[config.mk]
export PLATFORM = sky130hd
export DESIGN_NAME = memTargetPort
export DESIGN_NICKNAME = d
export VERILOG_FILES = /design/src/rtl/memtgt_pkg.sv /design/src/rtl/memTgtCtrl.sv /design/src/rtl/memTgtData.sv /design/src/rtl/memTargetPort.sv
export SDC_FILE = /design/constraint.sdc
export NUM_CORES = 2
export LEC_CHECK = 0
export BUFFER_PORTS_ARGS = -buffer_cell sky130_fd_sc_hd__buf_2
export CAP_MARGIN = 15
export CORE_MARGIN = 5
export CORE_UTILIZATION = 30
export CTS_CLUSTER_SIZE = 25
export DETAILED_ROUTE_END_ITERATION = 7
export PLACE_DENSITY = 0.41
export SLEW_MARGIN = 25
export SYNTH_ARGS = -nofsm -noshare
export SYNTH_HDL_FRONTEND = slang
export SYNTH_SLANG_ARGS = --single-unit
[constraint.sdc]
create_clock -name clk -period 9.2 [get_ports clk]
set_clock_uncertainty 0.15 [all_clocks]
set_input_delay 1.84 -clock clk [delete_from_list [all_inputs] [get_ports clk]]
set_output_delay 1.84 -clock clk [all_outputs]
set_load 0.01 [all_outputs]
[src/rtl/memtgt_pkg.sv]
package memtgt_pkg;

  typedef enum logic [1:0] {
    ST_IDLE    = 2'd0,
    ST_RSP     = 2'd1,
    ST_RSP_EOP = 2'd2
  } tgtState_e;

  // strobes from control to datapath, valid in the accepting cycle
  typedef struct packed {
    logic wrEn;
    logic rdLatch;
  } tgtStrobe_t;

endpackage

[src/rtl/memTgtCtrl.sv]
module memTgtCtrl
  import memtgt_pkg::*;
(
  input  logic       clk,
  input  logic       rstN,
  input  logic       cmdValid,
  input  logic       cmdWrite,
  input  logic       cmdEop,
  input  logic       rspAck,
  output tgtStrobe_t strb,
  output logic       cmdAck,
  output logic       rspValid,
  output logic       rspEop
);

  tgtState_e state, stateNext;
  logic      accept;

  assign accept = (state == ST_IDLE) && cmdValid;

  always_comb begin
    stateNext = state;
    unique case (state)
      ST_IDLE:    if (cmdValid) stateNext = cmdEop ? ST_RSP_EOP : ST_RSP;
      ST_RSP,
      ST_RSP_EOP: if (rspAck) stateNext = ST_IDLE;
      default:    stateNext = ST_IDLE;
    endcase
  end

  always_ff @(posedge clk) begin
    if (!rstN) state <= ST_IDLE;
    else       state <= stateNext;
  end

  always_comb begin
    strb.wrEn    = accept && cmdWrite;
    strb.rdLatch = accept && !cmdWrite;
  end

  // Moore decode: state only
  assign cmdAck   = (state == ST_IDLE);
  assign rspValid = (state == ST_RSP) || (state == ST_RSP_EOP);
  assign rspEop   = (state == ST_RSP_EOP);

endmodule

[src/rtl/memTgtData.sv]
module memTgtData
  import memtgt_pkg::*;
#(
  parameter int DATA_W = 32,
  parameter int DEPTH  = 64,
  parameter int IDX_W  = $clog2(DEPTH)
) (
  input  logic              clk,
  input  logic              rstN,
  input  tgtStrobe_t        strb,
  input  logic [IDX_W-1:0]  wordIdx,
  input  logic [DATA_W-1:0] wrData,
  output logic [DATA_W-1:0] rdWord
);

  logic [DATA_W-1:0] store [DEPTH];
  logic [DATA_W-1:0] rdReg;

  always_ff @(posedge clk) begin
    if (strb.wrEn) store[wordIdx] <= wrData;
  end

  always_ff @(posedge clk) begin
    if (!rstN)             rdReg <= '0;
    else if (strb.rdLatch) rdReg <= store[wordIdx];
    else if (strb.wrEn)    rdReg <= '0;
  end

  assign rdWord = rdReg;

endmodule

[src/rtl/memTargetPort.sv]
module memTargetPort
  import memtgt_pkg::*;
#(
  parameter int DATA_W = 32,
  parameter int ADDR_W = 32,
  parameter int DEPTH  = 64
) (
  input  logic              clk,
  input  logic              rstN,
  input  logic              cmdValid,
  output logic              cmdAck,
  input  logic              cmdWrite,
  input  logic [ADDR_W-1:0] cmdAddr,
  input  logic [DATA_W-1:0] cmdWdata,
  input  logic              cmdEop,
  output logic              rspValid,
  input  logic              rspAck,
  output logic [DATA_W-1:0] rspRdata,
  output logic              rspErr,
  output logic              rspEop
);

  localparam int IDX_W = $clog2(DEPTH);

  tgtStrobe_t        strb;
  logic [IDX_W-1:0]  wordIdx;
  logic [DATA_W-1:0] rdWord;
  logic              unusedAddrBits;

  assign wordIdx        = cmdAddr[IDX_W+1:2];
  assign unusedAddrBits = ^{cmdAddr[ADDR_W-1:IDX_W+2], cmdAddr[1:0]};

  memTgtCtrl uCtrl (
    .clk      (clk),
    .rstN     (rstN),
    .cmdValid (cmdValid),
    .cmdWrite (cmdWrite),
    .cmdEop   (cmdEop),
    .rspAck   (rspAck),
    .strb     (strb),
    .cmdAck   (cmdAck),
    .rspValid (rspValid),
    .rspEop   (rspEop)
  );

  memTgtData #(.DATA_W(DATA_W), .DEPTH(DEPTH), .IDX_W(IDX_W)) uData (
    .clk     (clk),
    .rstN    (rstN),
    .strb    (strb),
    .wordIdx (wordIdx),
    .wrData  (cmdWdata),
    .rdWord  (rdWord)
  );

  assign rspRdata = rspValid ? rdWord : '0;
  assign rspErr   = 1'b0;

endmodule

==> run_results.csv <==
group,metric,value,unit
outcome,status,"completed",
global_routing,grt_pass1_vias,42257,
sta,holdWs,322.1,ps
layout,area_growth,15.61,%
place,dp_hpwl,133000,µm
worst_setup_path,end_kind,"register",
worst_hold_path,min_path_type,"reg2reg",
route,ant_nets,0,
floorplan,num_rows,188,
route,drc_errors,0,
worst_setup_path,critPathMaxFanout,42,
sta,final.period_utilization,57.91,%
clock_tree,cts_hold_buffers,0,
pwr,pwr-share-clk,42.7,%
worst_setup_path,r2r-start,"uCtrl.state[0]",
worst_hold_path,holdPathEnd,"uData.rdWord[30]",
layout,drive_above_1_share,16.14,%
yosys,synth-seq-cells,2082,
yosys,synth_seq_area_share,78.71,%
worst_setup_path,r2r_slack,5380,ps
clock_tree,cts_inserted_buffers,226,
route,num_vias,41906,
yosys,synth_nets,4308,
worst_setup_path,cp_slowest_stage_delay,950,ps
worst_setup_path,required,9570,ps
floorplan,fp.dieW,523.2,µm
job,max_cap_viol_count,0,
layout,layout_commonest_cell,"edfxtp_1",
clock_tree,cts_resized,0,
clock_tree,cts_root_buffer,"clkbuf_16",
place,place_congestion,0.7364,
clock_tree,clockBufferDepth,3,
sta,slew_headroom,22.61,%
sta,setup_viol,0,
sta,fin_tns_setup,0,ps
global_routing,grt_usage,17.73,%
layout,fin_nets,4473,
pwr,seqPwrFrac,52.4,%
sta,hold_viol,0,
pwr,ir_drop,0.1724,mV
worst_setup_path,start_kind,"input pin",
worst_setup_path,critPathArrivalTime,5700,ps
clock_tree,path_clk_slew,60,ps
sta,fmax,187.7,MHz
pwr,p_switching,0.004432,W
floorplan,die-area,273700,µm²
pwr,powerDensity,218.5,nW/µm²
worst_setup_path,r2r_end,"uData.store[27][15]",
global_routing,grt_pass1_wl,344000,µm
yosys,syn_avg_cell_area,18.65,µm²
layout,final_cell_mix,"edfxtp_1, mux2i_1, a221oi_1",
place,port_buffers,78,
floorplan,coreArea,262300,µm²
clock_tree,postCtsSetupRepairBufs,0,
route,drt-total-wl,248100,µm
yosys,netlist_instances,4236,
floorplan,fp.dieH,523.2,µm
worst_hold_path,hold_depth,2,
clock_tree,cts_tree,"done",
yosys,synth_warnings,0,
route,routedWlPerCell,30.58,µm
pwr,p_leak,28.43,nW
global_routing,overflow,0,
sta,post-route-min-period,5328,ps
route,drt_iter0_markers,3901,
worst_setup_path,slowest_stage,"nor2_4",
route,avgViaCountPerCell,5.165,
clock_tree,clock_latency,830,ps
sta,tightest_slew,1149,ps
yosys,synth_cell_type_count,57,
pwr,p_comb_share,4.9,%
worst_setup_path,crit_chain,"buf_8 -> nor2_4 -> buf_4 -> nand2_1 -> nor2_4 -> buf_4",
global_routing,antenna_found_initial,35,
global_routing,grt_max_degree,134,
route,first_pass_iters,6,
floorplan,start_util,30.12,%
yosys,synth_area,79000,µm²
yosys,synthArstFlopShare,0,%
sta,rsz0062_at_grt,"false",
sta,maxSlewViolCount,0,
pwr,p_sw_share,22.21,%
clock_tree,cts.sinks,2082,
worst_hold_path,hp-start,"uData.rdWord[30]",
worst_setup_path,path_class,"in2reg",
floorplan,io_pins,106,
clock_tree,cts_max_level,4,
pwr,intPower,0.01552,W
yosys,synth-edff-count,2048,
yosys,synth_flop_cell,"edfxtp_1",
worst_setup_path,rr_worst_depth,7,
-- cells by family after synthesis --
family / count (synthesis) / synth area share (%)
AO/OA/AOI/OAI: 980 / 8.815
flip-flops: 2082 / 78.71
AND/OR/NAND/NOR: 354 / 2.136
buffers and inverters: 298 / 1.665
adder cells (fa/ha/maj): 2 / 0.03167
other: 1 / 0.004747
multiplexers: 519 / 8.641
-- per-stage QoR --
stage          cell area, µm²  total power [W]  setup slack (ps)  std cells  utilization [%]
5_1_grt                 91310          0.02064              3775       8106            34.82
2_1_floorplan           79000          0.01113              4303       4236                -
6_report                91330          0.01995              3872       8113            34.82
3_5_place_dp            84380          0.01166              2980       7687            32.17
3_3_place_gp            84330          0.01165              2958       7685            32.15
4_1_cts                 91280          0.02020              3906       8104            34.80
-- cell type report --
cell class	count	area, µm²
Fill cell	24802	170900
Clock buffer	321	6133
Multi-Input combinational cell	1856	16090
Tap cell	3515	4398
Inverter	4	20.02
Timing Repair Buffer	231	1725
Sequential cell	2082	62180
Antenna cell	8	20.02
Clock inverter	96	767.0
-- cells in the mapped netlist, drive strengths merged (5+ instances only) --
cell | instances | share of area (%)
nor3 | 5 | 0.032
and2 | 35 | 0.28
o22ai | 212 | 1.7
o21ai | 124 | 0.79
mux2i | 385 | 4.9
nand2 | 26 | 0.12
nor2 | 196 | 0.96
dfxtp | 34 | 0.86
buf | 151 | 0.97
a22oi | 215 | 2.0
o211ai | 31 | 0.29
edfxtp | 2048 | 78
nand3 | 9 | 0.057
a221oi | 248 | 2.7
clkbuf | 143 | 0.68
a21oi | 65 | 0.41
a31oi | 28 | 0.22
mux4 | 130 | 3.7
a22o | 34 | 0.38
and3 | 58 | 0.46
-- critical path, delay by kind of cell --
family	cells	cell delay, ps
buf+inv	3	1250
simple gates	3	2420
-- worst max-delay path by stage --
stage | start | to | slack, ps | cells past startpoint
2_1_floorplan | cmdAddr[4] | uData.store[58][0] | 4300 | 7
3_3_place_gp | cmdAddr[2] | uData.store[40][4] | 2960 | 6
3_5_place_dp | cmdAddr[2] | uData.store[40][4] | 2980 | 6
4_1_cts | cmdAddr[2] | uData.store[40][16] | 3910 | 6
5_1_grt | cmdAddr[2] | uData.store[40][18] | 3770 | 6
6_report | cmdAddr[2] | uData.store[40][2] | 3870 | 6
-- registers in the layout, summed over array words and instances (netlist names) --
register	cells
uCtrl.state	2
uData.store	2048
uData.rdWord	32
-- layer usage --
layer / routed length [µm] / up-vias / track usage [%] / part of all wire [%]
met3: 10290 / 279 / 2.238 / 4.1
li1: - / 18059 / - / -
met2: 121500 / 1080 / 29.74 / 49
met1: 110800 / 22486 / 24.64 / 45
met5: 19 / - / 0 / 0.0077
met4: 5460 / 2 / 4.114 / 2.2
-- power by group through the flow --
stage | logic [W] | registers [W] | clock network [W]
5_1_grt | 0.00105 | 0.0105 | 0.00914
6_report | 0.000977 | 0.0105 | 0.00852
3_5_place_dp | 0.00101 | 0.0107 | 0
3_3_place_gp | 0.000998 | 0.0107 | 0
4_1_cts | 0.00101 | 0.0105 | 0.00874
2_1_floorplan | 0.000478 | 0.0106 | 0
(Power assumes the default switching activity.)
